===== config.mk =====
export PLATFORM = sky130hd
export DESIGN_NAME = alu8_core
export DESIGN_NICKNAME = d
export VERILOG_FILES = /design/src/rtl/alu8_pkg.sv /design/src/rtl/alu8_addsub.sv /design/src/rtl/alu8_muldiv.sv /design/src/rtl/alu8_bankmap.sv /design/src/rtl/alu8_core.sv
export SDC_FILE = /design/constraint.sdc
export NUM_CORES = 1
export LEC_CHECK = 0
export BUFFER_PORTS_ARGS = -buffer_cell sky130_fd_sc_hd__buf_2
export CAP_MARGIN = 20
export CORE_UTILIZATION = 50
export DETAILED_ROUTE_END_ITERATION = 12
export PLACE_DENSITY = 0.79
export SETUP_SLACK_MARGIN = 0.4
export SLEW_MARGIN = 10
export SYNTH_ARGS = -nofsm -noshare
export SYNTH_HDL_FRONTEND = slang
export SYNTH_HIERARCHICAL = 1
export SYNTH_SLANG_ARGS = --single-unit

===== constraint.sdc =====
create_clock -name clk -period 18.35 [get_ports clk]
set_input_delay 1.835 -clock clk [delete_from_list [all_inputs] [get_ports clk]]
set_output_delay 1.835 -clock clk [all_outputs]
set_load 0.02 [all_outputs]

===== src/rtl/alu8_pkg.sv =====
package alu8_pkg;

    localparam int DW     = 8;
    localparam int IDX_W  = 3;
    localparam int BANK_W = 2;
    localparam int ADDR_W = IDX_W + BANK_W;

    typedef enum logic [2:0] {
        OP_NONE = 3'd0,
        OP_ADD  = 3'd1,
        OP_ADDC = 3'd2,
        OP_SUBB = 3'd3,
        OP_MUL  = 3'd4,
        OP_DIV  = 3'd5
    } alu_op_e;

    // Stored status bits; parity is derived, never stored.
    typedef struct packed {
        logic              cy;
        logic              ac;
        logic              f0;
        logic [BANK_W-1:0] rs;
        logic              ov;
        logic              f1;
    } flags_t;

    typedef struct packed {
        logic [DW-1:0] acc;
        logic [DW-1:0] b;
        flags_t        fl;
    } regs_t;

endpackage


===== src/rtl/alu8_addsub.sv =====
module alu8_addsub #(
    parameter int W = 8
) (
    input  logic [W-1:0] a,
    input  logic [W-1:0] b,
    input  logic         cin,
    input  logic         sub,
    output logic [W-1:0] res,
    output logic         cy,
    output logic         ac,
    output logic         ov
);
    localparam int HALF = W / 2;

    logic [W:0]    full_w;
    logic [HALF:0] low_w;

    always_comb begin
        if (sub) begin
            full_w = {1'b0, a} - {1'b0, b} - (W+1)'(cin);
            low_w  = {1'b0, a[HALF-1:0]} - {1'b0, b[HALF-1:0]} - (HALF+1)'(cin);
        end else begin
            full_w = {1'b0, a} + {1'b0, b} + (W+1)'(cin);
            low_w  = {1'b0, a[HALF-1:0]} + {1'b0, b[HALF-1:0]} + (HALF+1)'(cin);
        end
        res = full_w[W-1:0];
        cy  = full_w[W];
        ac  = low_w[HALF];
        if (sub)
            ov = (a[W-1] != b[W-1]) && (res[W-1] != a[W-1]);
        else
            ov = (a[W-1] == b[W-1]) && (res[W-1] != a[W-1]);
    end
endmodule


===== src/rtl/alu8_muldiv.sv =====
module alu8_muldiv #(
    parameter int W = 8
) (
    input  logic [W-1:0] a,
    input  logic [W-1:0] b,
    input  logic         div,
    output logic [W-1:0] lo,
    output logic [W-1:0] hi,
    output logic         ov
);
    logic [2*W-1:0] prod_w;

    assign prod_w = {{W{1'b0}}, a} * {{W{1'b0}}, b};

    always_comb begin
        if (!div) begin
            lo = prod_w[W-1:0];
            hi = prod_w[2*W-1:W];
            ov = |prod_w[2*W-1:W];
        end else if (b == '0) begin
            lo = a;
            hi = b;
            ov = 1'b1;
        end else begin
            lo = a / b;
            hi = a % b;
            ov = 1'b0;
        end
    end
endmodule


===== src/rtl/alu8_bankmap.sv =====
module alu8_bankmap #(
    parameter int IDX_W  = 3,
    parameter int BANK_W = 2
) (
    input  logic [BANK_W-1:0]       bank,
    input  logic [IDX_W-1:0]        idx,
    output logic [BANK_W+IDX_W-1:0] addr
);
    assign addr = {bank, idx};
endmodule


===== src/rtl/alu8_core.sv =====
module alu8_core
    import alu8_pkg::*;
(
    input  logic              clk,
    input  logic              rst,
    input  logic              op_valid,
    input  logic [2:0]        op_code,
    input  logic [DW-1:0]     op_arg,
    input  logic              b_wr,
    input  logic [DW-1:0]     b_wdata,
    output logic [DW-1:0]     b_q,
    input  logic              acc_wr,
    input  logic [DW-1:0]     acc_wdata,
    output logic [DW-1:0]     acc_q,
    input  logic              psw_wr,
    input  logic [DW-1:0]     psw_wdata,
    output logic [DW-1:0]     psw_q,
    input  logic [IDX_W-1:0]  reg_idx,
    output logic [ADDR_W-1:0] reg_addr
);
    regs_t st_d, st_q;

    logic          is_arith, is_md, use_cin;
    logic [DW-1:0] as_res, md_lo, md_hi;
    logic          as_cy, as_ac, as_ov, md_ov;

    assign is_arith = op_valid && (op_code == OP_ADD || op_code == OP_ADDC
                                   || op_code == OP_SUBB);
    assign is_md    = op_valid && (op_code == OP_MUL || op_code == OP_DIV);
    assign use_cin  = (op_code == OP_ADDC || op_code == OP_SUBB) && st_q.fl.cy;

    alu8_addsub #(.W(DW)) u_addsub (
        .a   (st_q.acc),
        .b   (op_arg),
        .cin (use_cin),
        .sub (op_code == OP_SUBB),
        .res (as_res),
        .cy  (as_cy),
        .ac  (as_ac),
        .ov  (as_ov)
    );

    alu8_muldiv #(.W(DW)) u_muldiv (
        .a   (st_q.acc),
        .b   (st_q.b),
        .div (op_code == OP_DIV),
        .lo  (md_lo),
        .hi  (md_hi),
        .ov  (md_ov)
    );

    alu8_bankmap #(.IDX_W(IDX_W), .BANK_W(BANK_W)) u_bankmap (
        .bank (st_q.fl.rs),
        .idx  (reg_idx),
        .addr (reg_addr)
    );

    always_comb begin
        st_d = st_q;
        if (acc_wr) st_d.acc = acc_wdata;
        if (b_wr)   st_d.b   = b_wdata;
        if (psw_wr) st_d.fl  = flags_t'(psw_wdata[DW-1:1]);
        if (is_arith) begin
            st_d.acc   = as_res;
            st_d.fl.cy = as_cy;
            st_d.fl.ac = as_ac;
            st_d.fl.ov = as_ov;
        end else if (is_md) begin
            st_d.acc   = md_lo;
            st_d.b     = md_hi;
            st_d.fl.cy = 1'b0;
            st_d.fl.ac = 1'b0;
            st_d.fl.ov = md_ov;
        end
        if (rst) st_d = '0;
    end

    always_ff @(posedge clk) begin
        st_q <= st_d;
    end

    assign acc_q = st_q.acc;
    assign b_q   = st_q.b;
    assign psw_q = {st_q.fl, ^st_q.acc};

    // registers are clear in the first cycle out of reset
    a_r1_reset_clear: assert property (@(posedge clk) disable iff (rst)
        $fell(rst) |-> (acc_q == '0 && b_q == '0 && psw_q == '0));

    // multiply leaves the full product across B:ACC
    a_r5_mul_product: assert property (@(posedge clk) disable iff (rst)
        (op_valid && op_code == OP_MUL) |=>
        ({b_q, acc_q} == (16'($past(acc_q)) * 16'($past(b_q)))));

    // multiply clears CY and AC
    a_r5_mul_flags: assert property (@(posedge clk) disable iff (rst)
        (op_valid && op_code == OP_MUL) |=> (!psw_q[7] && !psw_q[6]));

    // zero divisor holds both registers and raises OV
    a_r7_div0_hold: assert property (@(posedge clk) disable iff (rst)
        (op_valid && op_code == OP_DIV && b_q == '0) |=>
        (psw_q[2] && acc_q == $past(acc_q) && b_q == $past(b_q)));

    // a plain status write lands on bits 7..1
    a_r9_psw_write: assert property (@(posedge clk) disable iff (rst)
        (psw_wr && !op_valid) |=> (psw_q[7:1] == $past(psw_wdata[7:1])));

    // a written parity bit never overrides the computed one
    a_r8_parity_ignored: assert property (@(posedge clk) disable iff (rst)
        (psw_wr && !op_valid && !acc_wr && (psw_wdata[0] != ^acc_q)) |=>
        (psw_q[0] == $past(^acc_q)));

endmodule


## Yosys cells after proc, flatten, opt, wreduce, memory -nomap -nowiden

Index checks and enable logic that the tools add are counted.

| storage, ports and cells | value |
|---|---|
| bits in registers | 23 |
| bits in latches | 0 |
| RAM bits | 0 |
| ROM bits | 0 |
| input port bits | 44 |
| output and inout port bits | 29 |
| logic and storage cells | 61 |
| memories | 0 |

| operators by class | value |
|---|---|
| add/subtract/negate cells | 8 |
| $mul | 1 |
| div/mod/pow operators | 2 |
| magnitude comparators | 0 |
| eq/ne operators | 9 |
| shift operators | 0 |
| multiplexer cells | 18 |
| bitwise operators | 0 |
| reduce and logical (&&, ||, !) cells | 15 |

Operators by type and width:

| kind | count |
|---|---|
| 2-to-1 mux 8 bit | 8 |
| 2-to-1 mux 18 bit | 1 |
| multiplier 8 x 8 -> 16 bit | 1 |
| adder 8 x 8 -> 9 bit | 1 |
| adder 9 x 1 -> 9 bit | 1 |
| 2-to-1 mux 9 bit | 1 |
| subtractor 8 x 8 -> 9 bit | 1 |
| subtractor 9 x 1 -> 9 bit | 1 |
| divider 8 x 8 -> 8 bit | 1 |
| logical NOT 8 bit | 1 |
| remainder unit 8 x 8 -> 8 bit | 1 |
| OR reduction 8 bit | 1 |
| XOR reduction 8 bit | 1 |
| 2-to-1 mux 7 bit | 1 |
| == test 3 x 2 -> 1 bit (second input constant) | 2 |
| == test 3 bit (second input constant) | 2 |
| nonzero test 3 bit | 2 |
| adder 4 x 4 -> 5 bit | 1 |
| adder 5 x 1 -> 5 bit | 1 |
| logical AND 1 bit | 5 |
| 2-to-1 mux 1 bit | 5 |
| 2-to-1 mux 5 bit | 1 |
| subtractor 4 x 4 -> 5 bit | 1 |
| subtractor 5 x 1 -> 5 bit | 1 |
| other kinds (7) | 11 |

## Depth between registers and ports, before layout

Gate-level depths: netlist of run 1.

| depth | value |
|---|---|
| depth after elaboration | 9 |
| gate-level depth with buffers | 52 |
| gate-level depth less buffers | 51 |

## Cells and area by module

Netlist of run 1, hierarchy kept.

By module, submodules not included:

| module | times used | cells an instance | area each (µm²) | sequential area each (µm²) |
|---|---|---|---|---|
| alu8_muldiv | 1 | 571 | 4,335.4 | 0.0 |
| alu8_core | 1 | 187 | 1,482.7 | 460.4 |
| alu8_addsub | 1 | 133 | 984.7 | 0.0 |
| alu8_bankmap | 1 | 5 | 37.5 | 0.0 |

## Worst setup path after synthesis of run 1

No wires, ideal clock.

| timing path | value |
|---|---|
| kind | register -> register |
| start point | register st_q, in the netlist b_q[5] |
| end point | register st_q, in the netlist b_q[0] |
| library setup time | 0.086 ns |
| arrival | 11.417 ns |
| required time | 18.264 ns |
| path slack | 6.848 ns |
| cell stages (with the launch flop) | 51 |
| buffers on the path | 4 |
| clock period less this slack | 11.502 ns |
| cell sequence | dfxtp_1 > buf_6 > or4_4 > buf_6 > nor4_1 > a21oi_1 > ha_1 > o21ai_0 > a2111oi_4 > a211oi_1 > a21o_1 > ha_1 > nor2b_1 > a41oi_1 > a2111o_1 > o21ai_0 > ha_1 > a21oi_1 > [15 not listed] > ha_1 > nor3_1 > nor2_1 > o21a_1 > a21o_1 > clkbuf_1 > mux2i_1 > ha_1 > nor2b_1 > o31a_1 > o31ai_1 > a21boi_0 > or2_2 > clkbuf_1 > a211o_1 > o21ai_0 > nor2_1 > a211oi_1 |

| between the ends | value |
|---|---|
| word-level cells in the longest chain between the ends | 5 |
| elaborated cells between the ends (all ways) | 8 |
| those cells by class | 1 x mul; 1 x div; 1 x eq/ne; 4 x mux; 1 x reduce/logical |

RTL lines:

| item | RTL line | RTL |
|---|---|---|
| start: declaration | alu8_core.sv:21 | `regs_t st_d, st_q;` |
| start signal: assignment | alu8_core.sv:79 | `st_q <= st_d;` |
| remainder unit 8 x 8 -> 8 bit | alu8_muldiv.sv:26 | `hi = a % b;` |
| 2-to-1 mux 8 bit | alu8_muldiv.sv:20 | `end else if (b == '0) begin` |
| 2-to-1 mux 8 bit (*) | alu8_muldiv.sv:16 | `if (!div) begin` |
| net md_hi[0] | alu8_core.sv:24 | `logic [DW-1:0] as_res, md_lo, md_hi;` |
| 2-to-1 mux 18 bit (*) | alu8_core.sv:68 | `end else if (is_md) begin` |
| 2-to-1 mux 8 bit (*) | alu8_core.sv:63 | `if (is_arith) begin` |

Mark *: on every way through the listed nets, which the timed path passes. The rest lies on a longest branch. The select of a mux whose other input is x is not followed.
A chain may end at the register's enable or synchronous reset.

## Worst setup path after layout of run 1

| timing path | value |
|---|---|
| start point | register st_q, in the netlist b_q[7] |
| end point | register st_q, in the netlist acc_q[0] |

| between the ends | value |
|---|---|
| word-level cells in the longest chain between the ends | 5 |
| elaborated cells between the ends (all ways) | 8 |
| those cells by class | 1 x div; 1 x eq/ne; 4 x mux; 2 x reduce/logical |

RTL lines:

| item | RTL line | RTL |
|---|---|---|
| divider 8 x 8 -> 8 bit | alu8_muldiv.sv:25 | `lo = a / b;` |
| 2-to-1 mux 8 bit | alu8_muldiv.sv:20 |  |
| 2-to-1 mux 8 bit | alu8_muldiv.sv:16 |  |
| net md_lo[0] | alu8_core.sv:24 |  |
| 2-to-1 mux 18 bit | alu8_core.sv:68 |  |
| 2-to-1 mux 8 bit | alu8_core.sv:63 |  |

The timed path passes the listed nets, and every way through them passes these cells. The select of a mux whose other input is x is not followed.

==> key figures, run 1 <==
Cells and area
  – Nets: ~1100
  – Area growth, synth to finish: 6.658%
  – Diode count: 0
  – Layout cells sized above 1: 0.1131
  – Fin cells: between 1000 and 1500

CTS
  – Clock Sinks: 23
  – Post-CTS sizing: 0
  – Maximum clock path buffer count: 2
  – Setup Buffers After CTS: 0
  – Latest clock arrival within the worst-skew pair: 0.26 ns
  – CTS root buffer: clkbuf_16
  – Clock Pin Slew Worst Setup and Hold Paths: around 0.070 ns
  – Cts hold-fix bufs: 0
  – CTS tree: built
  – CTS buffer count: 3
  – H-tree depth: 1

Floorplanning
  – # IOs: 73
  – Die H: around 120 um
  – Initial Utilization: 0.5145
  – Full die area: 0.01415 mm^2
  – Die Width: about 120 um
  – Core Rows: 42
  – Core ar.: roughly 0.013 mm^2

STA
  – Setup violators final: 0
  – Setup TNS: 0 ns
  – Final Cycle Share: 0.7540
  – Final Hold Violating Endpoints: 0
  – Clock Skews: between 0.003 and 0.004 ns
  – Worst rel slew slack: 0.3643
  – Slew @ Worst Pin: 0.9296 ns
  – Final hold slack: 0.4891 ns
  – RSZ-0062 raised after global routing: no
  – Slew Viols, Final: 0
  – Final Critical Period: 13.84 ns
  – F_max: 72.27 MHz

Yosys
  – Post-synthesis mux area share: 0.04189
  – Main combinational cell family by area after synthesis: adder cells
  – Number of flops mapped to enable cells by yosys: 0
  – Predominant post-synthesis flop cell: dfxtp_1
  – Yosys cell types: 79
  – Post-synth ARST share: 0
  – YS warnings: 6
  – Simple-gate portion of the synthesized area: 0.2021
  – XOR/XNOR Fraction of Synth Area: 0.04994
  – Sequential-to-total area share from yosys stat: 0.06731
  – Synth Register Bits: 23
  – Synth Area in Compound Gates: 0.2493
  – Mean post-synth cell area: 7.634 um^2
  – Post-Synth Adder-Cell Area: 0.2993
  – Mapped Area: around 0.0068 mm^2
  – Post-synth net total: 1079
  – Mapped Cells: between 800 and 900

GRT
  – Gr ovfl total: 0
  – First-pass GRT wire length: around 30000 um
  – Initial antenna violation count: 0
  – Vias in the first global route: 6250
  – Largest net degree at the start of global routing: 26
  – GRT Total Usage: 0.2644

Place
  – Post-DP HPWL: around 14000 um
  – Cell total after placement: between 1000 and 1500
  – GPL Wtd Cong: approximately 0.91
  – I/O Buffers: 65

Setup path
  – Worst-path fanout max: 15
  – Most used cell, CP: ha_1
  – Worst-case reg-to-reg path depth: 48
  – WP data required: roughly 19 ns
  – Crit path DAT: about 14 ns
  – Slowest stage cell, crit path: o21ai_0
  – Max incr delay on CP: 0.65 ns
  – Critical path class: register to register
  – R2r setup slk: between 4 and 5 ns
  – Crit path from: b_q[7]$_SDFF_PP0_
  – Reg-to-Reg Start: b_q[7]$_SDFF_PP0_
  – Crit start category: register
  – Critical path capture point type: register

Detailed routing
  – Vias per inst: roughly 6.0
  – DRT iter0 DRCs: ~650
  – Via count: ~6600
  – Post-DRT Antenna Nets: 0
  – Remaining DRCs: 0
  – Drt pass-1 iters: 5
  – Routed wire length: 18580 um
  – Routed len/inst: ~17 um

Min path
  – Worst Hold Depth: 2
  – Min-delay worst type: register to register
  – Worst hold start: psw_q[6]$_SDFFE_PP0P_

Run status
  – Status: finished, final reports clean

Flow run
  – Maxcap violations: 0
-- per-layer routing --
layer,GRT usage,up-vias,share of wire
li1,-,3234,-
met1,0.3630,3113,0.45
met2,0.4488,255,0.46
met3,0.02155,24,0.069
met4,0.06171,0,0.018
met5,0,-,0
-- worst max-delay path: cells and delay by family (launching register included) --
| family | cells | cell delay, ns |
|---|---|---|
| AOI/OAI and AO/OA | 24 | 6.63 |
| adders and majority gates | 7 | 2.16 |
| buffers and inverters | 1 | 0.08 |
| DFF | 1 | 0.55 |
| muxes | 2 | 0.70 |
| and+or+nand+nor | 14 | 3.57 |
-- logic make-up (layout without fill, tap and decap cells) --
| family | count (synthesis) | in the layout |
|---|---|---|
| flops | 23 | 23 |
| simple gates | 283 | 283 |
| buf+inv | 147 | 179 |
| xor+xnor | 39 | 39 |
| compound gates | 237 | 237 |
| fa+ha+maj | 139 | 139 |
| mux | 28 | 28 |
-- metrics by stage --
step,instance area (um^2),util,setup slack (ns)
2_1_floorplan,6840,-,6.848
3_3_place_gp,7216,0.5427,4.961
3_5_place_dp,7216,0.5427,4.887
4_1_cts,7296,0.5487,4.833
5_1_grt,7296,0.5487,3.692
6_report,7296,0.5487,4.514
-- final timing paths --
path                            to
max          acc_q[0]$_SDFFE_PP0P_
min          psw_q[6]$_SDFFE_PP0P_
max reg2reg  acc_q[0]$_SDFFE_PP0P_
min reg2reg  psw_q[6]$_SDFFE_PP0P_
-- cell usage in the layout, fill, tap and decap left out, types with 4 or more instances in the layout --
| cell type | netlist | layout |
|---|---|---|
| fa_1 | 41 | 41 |
| a221oi_1 | 11 | 11 |
| or4_1 | 8 | 8 |
| ha_1 | 98 | 98 |
| or2_2 | 6 | 6 |
| o211ai_1 | 10 | 10 |
| a21oi_1 | 44 | 44 |
| or3_1 | 8 | 8 |
| o22ai_1 | 7 | 7 |
| a32o_1 | 8 | 8 |
| nand3_1 | 5 | 5 |
| dfxtp_1 | 23 | 23 |
| and3_1 | 4 | 4 |
| mux2i_1 | 23 | 23 |
| nand4_1 | 5 | 5 |
| nand2_1 | 69 | 69 |
| buf_2 | 9 | 65 |
| a21o_1 | 9 | 9 |
| buf_4 | 9 | 9 |
| a211oi_1 | 13 | 13 |
| o21a_1 | 30 | 30 |
| o31ai_1 | 8 | 8 |
| nor2_1 | 97 | 97 |
| xnor2_1 | 24 | 24 |
| a31oi_1 | 8 | 8 |
| nor3_1 | 27 | 27 |
| nor2b_1 | 12 | 12 |
| nor4_1 | 4 | 4 |
| o21ai_0 | 42 | 42 |
| xor2_1 | 15 | 15 |
| and2_1 | 19 | 19 |
| mux2_2 | 5 | 5 |
| a2bb2oi_1 | 4 | 4 |
| inv_1 | 99 | 99 |
| o31a_1 | 5 | 5 |
-- area by class of cell --
| type | instances | area, um^2 |
|---|---|---|
| fill | 1292 | 6000 |
| multi-input combinational | 726 | 5763 |
| sequential | 23 | 460.4 |
| timing repair buffer | 74 | 392.9 |
| inverter | 101 | 379.1 |
| tap | 176 | 220.2 |
| clock buffer | 3 | 75.07 |
| clock inverter | 1 | 5.005 |
-- cell usage after synthesis, types with 13 or more instances --
cell	number	area share
mux2i_1	23	0.034
clkbuf_1	23	0.013
inv_1	99	0.054
fa_1	41	0.12
o21ai_0	42	0.031
xor2_1	15	0.019
a211oi_1	13	0.014
ha_1	98	0.18
nor2_1	97	0.053
nor3_1	27	0.020
nand2_1	69	0.038
dfxtp_1	23	0.067
xnor2_1	24	0.031
a21oi_1	44	0.032
o21a_1	30	0.033
and2_1	19	0.017
-- registers in the layout, summed over array words and instances, names as in the netlist --
name and flops:
psw_q 7, b_q 8, acc_q 8
Power of run 1 is not shown: default switching activity piles up to over one toggle a cycle in this logic, so the estimate is an artifact.
==> run 2: changes to the inputs <==
--- a/config.mk
+++ b/config.mk
@@ -5,11 +5,12 @@
 export SDC_FILE = /design/constraint.sdc
 export NUM_CORES = 1
 export LEC_CHECK = 0
+export ABC_AREA = 1
 export BUFFER_PORTS_ARGS = -buffer_cell sky130_fd_sc_hd__buf_2
 export CAP_MARGIN = 20
 export CORE_UTILIZATION = 50
 export DETAILED_ROUTE_END_ITERATION = 12
-export PLACE_DENSITY = 0.79
+export PLACE_DENSITY = 0.81
 export SETUP_SLACK_MARGIN = 0.4
 export SLEW_MARGIN = 10
 export SYNTH_ARGS = -nofsm -noshare
==> constraint.sdc (replaced) <==
create_clock -name clk -period 11.95 [get_ports clk]
set_input_delay 1.195 -clock clk [delete_from_list [all_inputs] [get_ports clk]]
set_output_delay 1.195 -clock clk [all_outputs]
set_load 0.02 [all_outputs]
==> key figures, run 2 <==
Run status
  – Status: finished, final reports clean (unchanged)

Setup path
  – Crit start category: register (unchanged)
  – Most used cell, CP: nand2_1 (was ha_1)
  – Critical path capture point type: register (unchanged)
  – WP data required: 12.11 ns (was 18.51 ns)
  – Crit-path leading delay family: simple AND/OR/NAND/NOR gates (was compound AO/OA/AOI/OAI gates)
  – Max incr delay on CP: 0.70 ns (was 0.65 ns)
  – Worst-path fanout max: 13 (was 15)
  – Buffer and inverter count on the worst path: 7 (was 1)
  – Worst-case reg-to-reg path depth: 69 (was 48)
  – Crit path DAT: 10.57 ns (was 13.99 ns)
  – Slowest stage cell, crit path: dfxtp_1 (was o21ai_0)
  – Critical R2R Capture: acc_q[0]$_SDFFE_PP0P_ (unchanged)
  – Critical path class: register to register (unchanged)
  – R2r setup slk: 1.54 ns (was 4.51 ns)
  – Reg-to-Reg Start: b_q[1]$_SDFF_PP0_ (was b_q[7]$_SDFF_PP0_)

GRT
  – Gr ovfl total: 0 (unchanged)
  – Largest net degree at the start of global routing: 42 (was 26)
  – Vias in the first global route: 6429 (was 6250)
  – Initial antenna violation count: 0 (unchanged)
  – GRT Total Usage: 0.2399 (was 0.2644)
  – First-pass GRT wire length: 28690 um (was 30630 um)

Floorplanning
  – Initial Utilization: 0.5195 (was 0.5145)
  – Core ar.: 0.01345 mm^2 (was 0.01330 mm^2)
  – Core Rows: 42 (unchanged)
  – Full die area: 0.01446 mm^2 (was 0.01415 mm^2)
  – Die H: 120.2 um (was 119.0 um)
  – Die Width: 120.2 um (was 119.0 um)
  – # IOs: 73 (unchanged)

Yosys
  – Mapped Area: 0.006989 mm^2 (was 0.006840 mm^2)
  – Synth Register Bits: 23 (unchanged)
  – Post-synth top cells: 296 x nand2_1, 203 x inv_1, 98 x ha_1, 73 x nor2_1, 60 x nand3_1 (was 99 x inv_1, 98 x ha_1, 97 x nor2_1, 69 x nand2_1, 44 x a21oi_1)
  – Sequential-to-total area share from yosys stat: 0.06588 (was 0.06731)
  – Predominant post-synthesis flop cell: dfxtp_1 (unchanged)
  – Post-synth net total: 1290 (was 1079)
  – YS warnings: 6 (unchanged)
  – Post-Synth Adder-Cell Area: 0.2929 (was 0.2993)
  – Yosys cell types: 46 (was 79)
  – Mapped Cells: 1107 (was 896)
  – Yosys top cell area share: 0.1754 (was 0.1793)
  – Number of flops mapped to enable cells by yosys: 0 (unchanged)
  – Cell taking the most area after synthesis: ha_1 (unchanged)
  – Main combinational cell family by area after synthesis: simple AND/OR/NAND/NOR gates (was adder cells)
  – XOR/XNOR Fraction of Synth Area: 0.04637 (was 0.04994)
  – Post-synthesis mux area share: 0 (was 0.04189)
  – Post-synth ARST share: 0 (unchanged)
  – Mean post-synth cell area: 6.314 um^2 (was 7.634 um^2)
  – Synth Area in Compound Gates: 0.1092 (was 0.2493)
  – Most frequent cell after synthesis: nand2_1 (was inv_1)
  – Synth top area cells: ha_1 18%, nand2_1 16%, fa_1 12% (was ha_1 18%, fa_1 12%, dfxtp_1 6.7%)
  – Simple-gate portion of the synthesized area: 0.3292 (was 0.2021)

CTS
  – H-tree depth: 1 (unchanged)
  – CTS tree: built (unchanged)
  – Clock Pin Slew Worst Setup and Hold Paths: 0.07 ns (about the same)
  – Post-CTS sizing: 0 (unchanged)
  – CTS buffer count: 3 (unchanged)
  – Setup Buffers After CTS: 0 (unchanged)
  – Maximum clock path buffer count: 2 (unchanged)
  – Cts hold-fix bufs: 0 (unchanged)
  – CTS root buffer: clkbuf_16 (unchanged)
  – Clock Sinks: 23 (unchanged)
  – Latest clock arrival within the worst-skew pair: 0.26 ns (about the same)

Detailed routing
  – DRT iter0 DRCs: 429 (was 648)
  – Via count: 6891 (was 6626)
  – Post-DRT Antenna Nets: 0 (unchanged)
  – Remaining DRCs: 0 (unchanged)
  – Vias per inst: 5.224 (was 6.002)
  – Drt pass-1 iters: 5 (unchanged)
  – Routed wire length: 17210 um (was 18580 um)
  – Routed len/inst: 13.04 um (was 16.83 um)

Place
  – Placed Area: 0.007351 mm^2 (was 0.007216 mm^2)
  – I/O Buffers: 65 (unchanged)
  – Worst slack, placed: 1.683 ns (was 4.887 ns)
  – GPL Wtd Cong: 0.9398 (was 0.9050)
  – Cell total after placement: 1315 (was 1100)
  – Post-DP HPWL: 14020 um (was 14480 um)

Cells and area
  – Area growth, synth to finish: 6.355% (was 6.658%)
  – Fill cells: 1363 (was 1292)
  – Nets: 1327 (was 1112)
  – Layout cells sized above 1: 0.1374 (was 0.1131)
  – Most frequent cells in the layout: 296 x nand2_1, 203 x inv_1, 98 x ha_1 (was 99 x inv_1, 98 x ha_1, 97 x nor2_1)
  – Finished Cell Area: 0.007433 mm^2 (was 0.007296 mm^2)
  – Fin cells: 1319 (was 1104)
  – Diode count: 0 (unchanged)
  – Commonest non-fill, non-tap cell in the layout: nand2_1 (was inv_1)

STA
  – Setup violators final: 0 (unchanged)
  – Clock Skews: 0.003265 ns (was 0.003525 ns)
  – F_max: 96.09 MHz (was 72.27 MHz)
  – Worst rel slew slack: 0.4117 (was 0.3643)
  – RSZ-0062 raised after global routing: no (unchanged)
  – Final Cycle Share: 0.8709 (was 0.7540)
  – Slew Viols, Final: 0 (unchanged)
  – Slew @ Worst Pin: 0.8813 ns (was 0.9296 ns)
  – Setup TNS: 0 ns (unchanged)
  – Final Critical Period: 10.41 ns (was 13.84 ns)
  – Final Hold Violating Endpoints: 0 (unchanged)
  – Setup slack after layout: 1.543 ns (was 4.514 ns)

Min path
  – Worst Hold Depth: 2 (unchanged)
  – Min-delay worst type: register to register (unchanged)
  – Worst hold start: psw_q[5]$_SDFFE_PP0P_ (was psw_q[6]$_SDFFE_PP0P_)
  – Endpoint, Worst Hold: psw_q[5]$_SDFFE_PP0P_ (was psw_q[6]$_SDFFE_PP0P_)

Flow run
  – Maxcap violations: 0 (unchanged)
[run 2: cell types whose count changed after synthesis, sizes merged, moves of 11 or more]
cell,before,now
nand2,69,309
inv,99,226
nand3,5,72
o21a,30,1
mux2i,23,0
nor3,28,6
nand4,5,21
a211oi,15,0
and2,19,5
nor2,97,83
a221oi,13,0
nor2b,12,0
xnor2,24,12
clkbuf,25,14
[run 2: per-layer routing]
metal	routed length, um	track usage
met5	0	0
met4	227	0.04938
met1	7758	0.3170
met3	811	0.01557
met2	8408	0.4289
[run 2: cell families after synthesis]
group / Yosys count
compound gates: 128
simple gates: 511
fa+ha+maj: 139
flops: 23
xor+xnor: 37
buf+inv: 269
[run 2: worst reg2reg max path, delay by kind of cell (launching register included)]
family / cells / cell delay, ns
DFF: 1 / 0.70
AOI/OAI and AO/OA: 17 / 2.52
buffers and inverters: 7 / 1.04
adders and majority gates: 7 / 2.11
and+or+nand+nor: 37 / 3.74
xor gates and xnor gates: 1 / 0.18
[run 2: area by class of cell]
type / count / area, um^2 / share of cell area
inverters: 230 / 864.6 / 0.1163
flip-flops and latches: 23 / 460.4 / 0.06194
clock buffers: 3 / 75.07 / 0.01010
multi-input cells: 815 / 5435 / 0.7312
well taps: 176 / 220.2 / 0.02962
clock inverters: 1 / 7.507 / 0.001010
repair buffers: 71 / 370.4 / 0.04982
[run 2: stage by stage]
step | utilization | hold WS, ns
6_report | 0.5525 | 0.4996
5_1_grt | 0.5525 | 0.5467
4_1_cts | 0.5525 | 0.5001
3_5_place_dp | 0.5464 | 0.4779
3_3_place_gp | 0.5464 | 0.4643
2_1_floorplan | - | 0.5713
[run 2: how the worst max path moves through the flow]
stage	start	to	slack, ns	cells past startpoint
CTS	b_q[1]$_SDFF_PP0_	acc_q[0]$_SDFFE_PP0P_	1.63	69
finish	b_q[1]$_SDFF_PP0_	acc_q[0]$_SDFFE_PP0P_	1.54	69
global placement	b_q[1]$_SDFF_PP0_	acc_q[0]$_SDFFE_PP0P_	1.88	69
floorplan	b_q[0]$_SDFF_PP0_	acc_q[0]$_SDFFE_PP0P_	2.67	70
global route	b_q[1]$_SDFF_PP0_	acc_q[0]$_SDFFE_PP0P_	0.53	69
detailed placement	b_q[1]$_SDFF_PP0_	acc_q[0]$_SDFFE_PP0P_	1.68	69
Power of run 2 is left out for the same reason.
==> run 3: changes to the inputs <==
--- a/config.mk
+++ b/config.mk
@@ -10,7 +10,7 @@
 export CAP_MARGIN = 20
 export CORE_UTILIZATION = 50
 export DETAILED_ROUTE_END_ITERATION = 12
-export PLACE_DENSITY = 0.81
+export PLACE_DENSITY = 0.72
 export SETUP_SLACK_MARGIN = 0.4
 export SLEW_MARGIN = 10
 export SYNTH_ARGS = -nofsm -noshare
==> key figures, run 3 (synthesis results as in run 2) <==
Run status
  – Status: finished, final reports clean (unchanged)

Detailed routing
  – Routed len/inst: 13.31 um (was 13.04 um)
  – Post-DRT Antenna Nets: 0 (unchanged)
  – DRT iter0 DRCs: 360 (was 429)
  – Drt pass-1 iters: 5 (unchanged)
  – Vias per inst: 5.132 (was 5.224)
  – Remaining DRCs: 0 (unchanged)
  – Via count: 6784 (was 6891)
  – Routed wire length: 17600 um (was 17210 um)

Cells and area
  – Nets: 1330 (was 1327)
  – Commonest non-fill, non-tap cell in the layout: nand2_1 (unchanged)
  – Layout cells sized above 1: 0.1396 (was 0.1374)
  – Fill cells: 1413 (was 1363)
  – Most frequent cells in the layout: 296 x nand2_1, 203 x inv_1, 98 x ha_1 (unchanged)
  – Area growth, synth to finish: 6.642% (was 6.355%)
  – Diode count: 0 (unchanged)

CTS
  – Latest clock arrival within the worst-skew pair: 0.27 ns (was 0.26 ns)
  – Clock Pin Slew Worst Setup and Hold Paths: 0.07 ns (about the same)
  – Maximum clock path buffer count: 2 (unchanged)
  – CTS root buffer: clkbuf_16 (unchanged)
  – Setup Buffers After CTS: 0 (unchanged)
  – H-tree depth: 1 (unchanged)
  – Post-CTS sizing: 0 (unchanged)
  – Cts hold-fix bufs: 0 (unchanged)
  – Clock Sinks: 23 (unchanged)
  – CTS tree: built (unchanged)
  – CTS buffer count: 3 (unchanged)

Setup path
  – Most used cell, CP: nand2_1 (unchanged)
  – WP data required: 12.11 ns (about the same)
  – Critical path capture point type: register (unchanged)
  – Worst-path fanout max: 13 (unchanged)
  – Crit start category: register (unchanged)
  – Max incr delay on CP: 0.73 ns (was 0.70 ns)
  – Crit path DAT: 10.66 ns (was 10.57 ns)
  – Slowest stage cell, crit path: dfxtp_1 (unchanged)
  – Critical path class: register to register (unchanged)

GRT
  – Gr ovfl total: 0 (unchanged)
  – Vias in the first global route: 6128 (was 6429)
  – First-pass GRT wire length: 29110 um (was 28690 um)
  – Initial antenna violation count: 0 (unchanged)
  – GRT Total Usage: 0.2489 (was 0.2399)
  – Largest net degree at the start of global routing: 42 (unchanged)

STA
  – Final Critical Period: 10.49 ns (was 10.41 ns)
  – Final Hold Violating Endpoints: 0 (unchanged)
  – Final Cycle Share: 0.8782 (was 0.8709)
  – Setup slack after layout: 1.455 ns (was 1.543 ns)
  – Slew @ Worst Pin: 0.8476 ns (was 0.8813 ns)
  – Setup violators final: 0 (unchanged)
  – F_max: 95.28 MHz (was 96.09 MHz)
  – Final hold slack: 0.4994 ns (was 0.4996 ns)
  – Slew Viols, Final: 0 (unchanged)
  – Clock Skews: 0.003661 ns (was 0.003265 ns)
  – Worst rel slew slack: 0.4342 (was 0.4117)
  – RSZ-0062 raised after global routing: no (unchanged)
  – Setup TNS: 0 ns (unchanged)

Min path
  – Min-delay worst type: register to register (unchanged)

Floorplanning
  – Full die area: 0.01446 mm^2 (unchanged)
  – Core Rows: 42 (unchanged)
  – Initial Utilization: 0.5195 (unchanged)
  – Die H: 120.2 um (unchanged)
  – # IOs: 73 (unchanged)
  – Core ar.: 0.01345 mm^2 (unchanged)
  – Die Width: 120.2 um (unchanged)

Place
  – Worst slack, placed: 1.572 ns (was 1.683 ns)
  – Post-DP HPWL: 14240 um (was 14020 um)
  – GPL Wtd Cong: 0.8665 (was 0.9398)
  – I/O Buffers: 65 (unchanged)

Flow run
  – Maxcap violations: 0 (unchanged)
-- run 3: worst paths after layout --
check	cells past startpoint	slack, ns	from	to
worst max-delay path	68	1.46	b_q[1]$_SDFF_PP0_	acc_q[0]$_SDFFE_PP0P_
worst min-delay path	2	0.50	psw_q[1]$_SDFFE_PP0P_	psw_q[1]$_SDFFE_PP0P_
worst max register to register	68	1.46	b_q[1]$_SDFF_PP0_	acc_q[0]$_SDFFE_PP0P_
worst min register to register	2	0.50	psw_q[1]$_SDFFE_PP0P_	psw_q[1]$_SDFFE_PP0P_
-- run 3: final cells by class --
class                   count  area [um^2]  area share
well taps                 176        220.2     0.02955
flip-flops and latches     23        460.4     0.06178
clock buffers               3        75.07     0.01007
inverters                 230        864.6      0.1160
repair buffers             74        392.9     0.05271
clock inverters             1        5.005   0.0006715
multi-input cells         815         5435      0.7292
-- run 3: through the flow --
| stage | instance area, um^2 | util | std cells |
|---|---|---|---|
| CTS | 7453 | 0.5540 | 1322 |
| finish | 7453 | 0.5540 | 1322 |
| global placement | 7373 | 0.5481 | 1318 |
| floorplan | 6989 | - | 1107 |
| detailed placement | 7373 | 0.5481 | 1318 |
| global route | 7453 | 0.5540 | 1322 |
-- run 3: worst max-delay path: cells and delay by family, from the launching register on --
kind / cells / cell delay, ns
compound gates: 16 / 2.26
xor+xnor: 1 / 0.17
fa+ha+maj: 7 / 2.11
buf+inv: 7 / 0.99
flops: 1 / 0.73
simple gates: 37 / 4.09
-- run 3: metal layers --
metal	track usage	routed length, um	vias to the layer above
met3	0.01840	739	24
met1	0.3329	8245	3084
met5	0	0	-
met4	0.06404	359	0
li1	-	-	3525
met2	0.4325	8254	151
Power of run 3 is left out for the same reason.
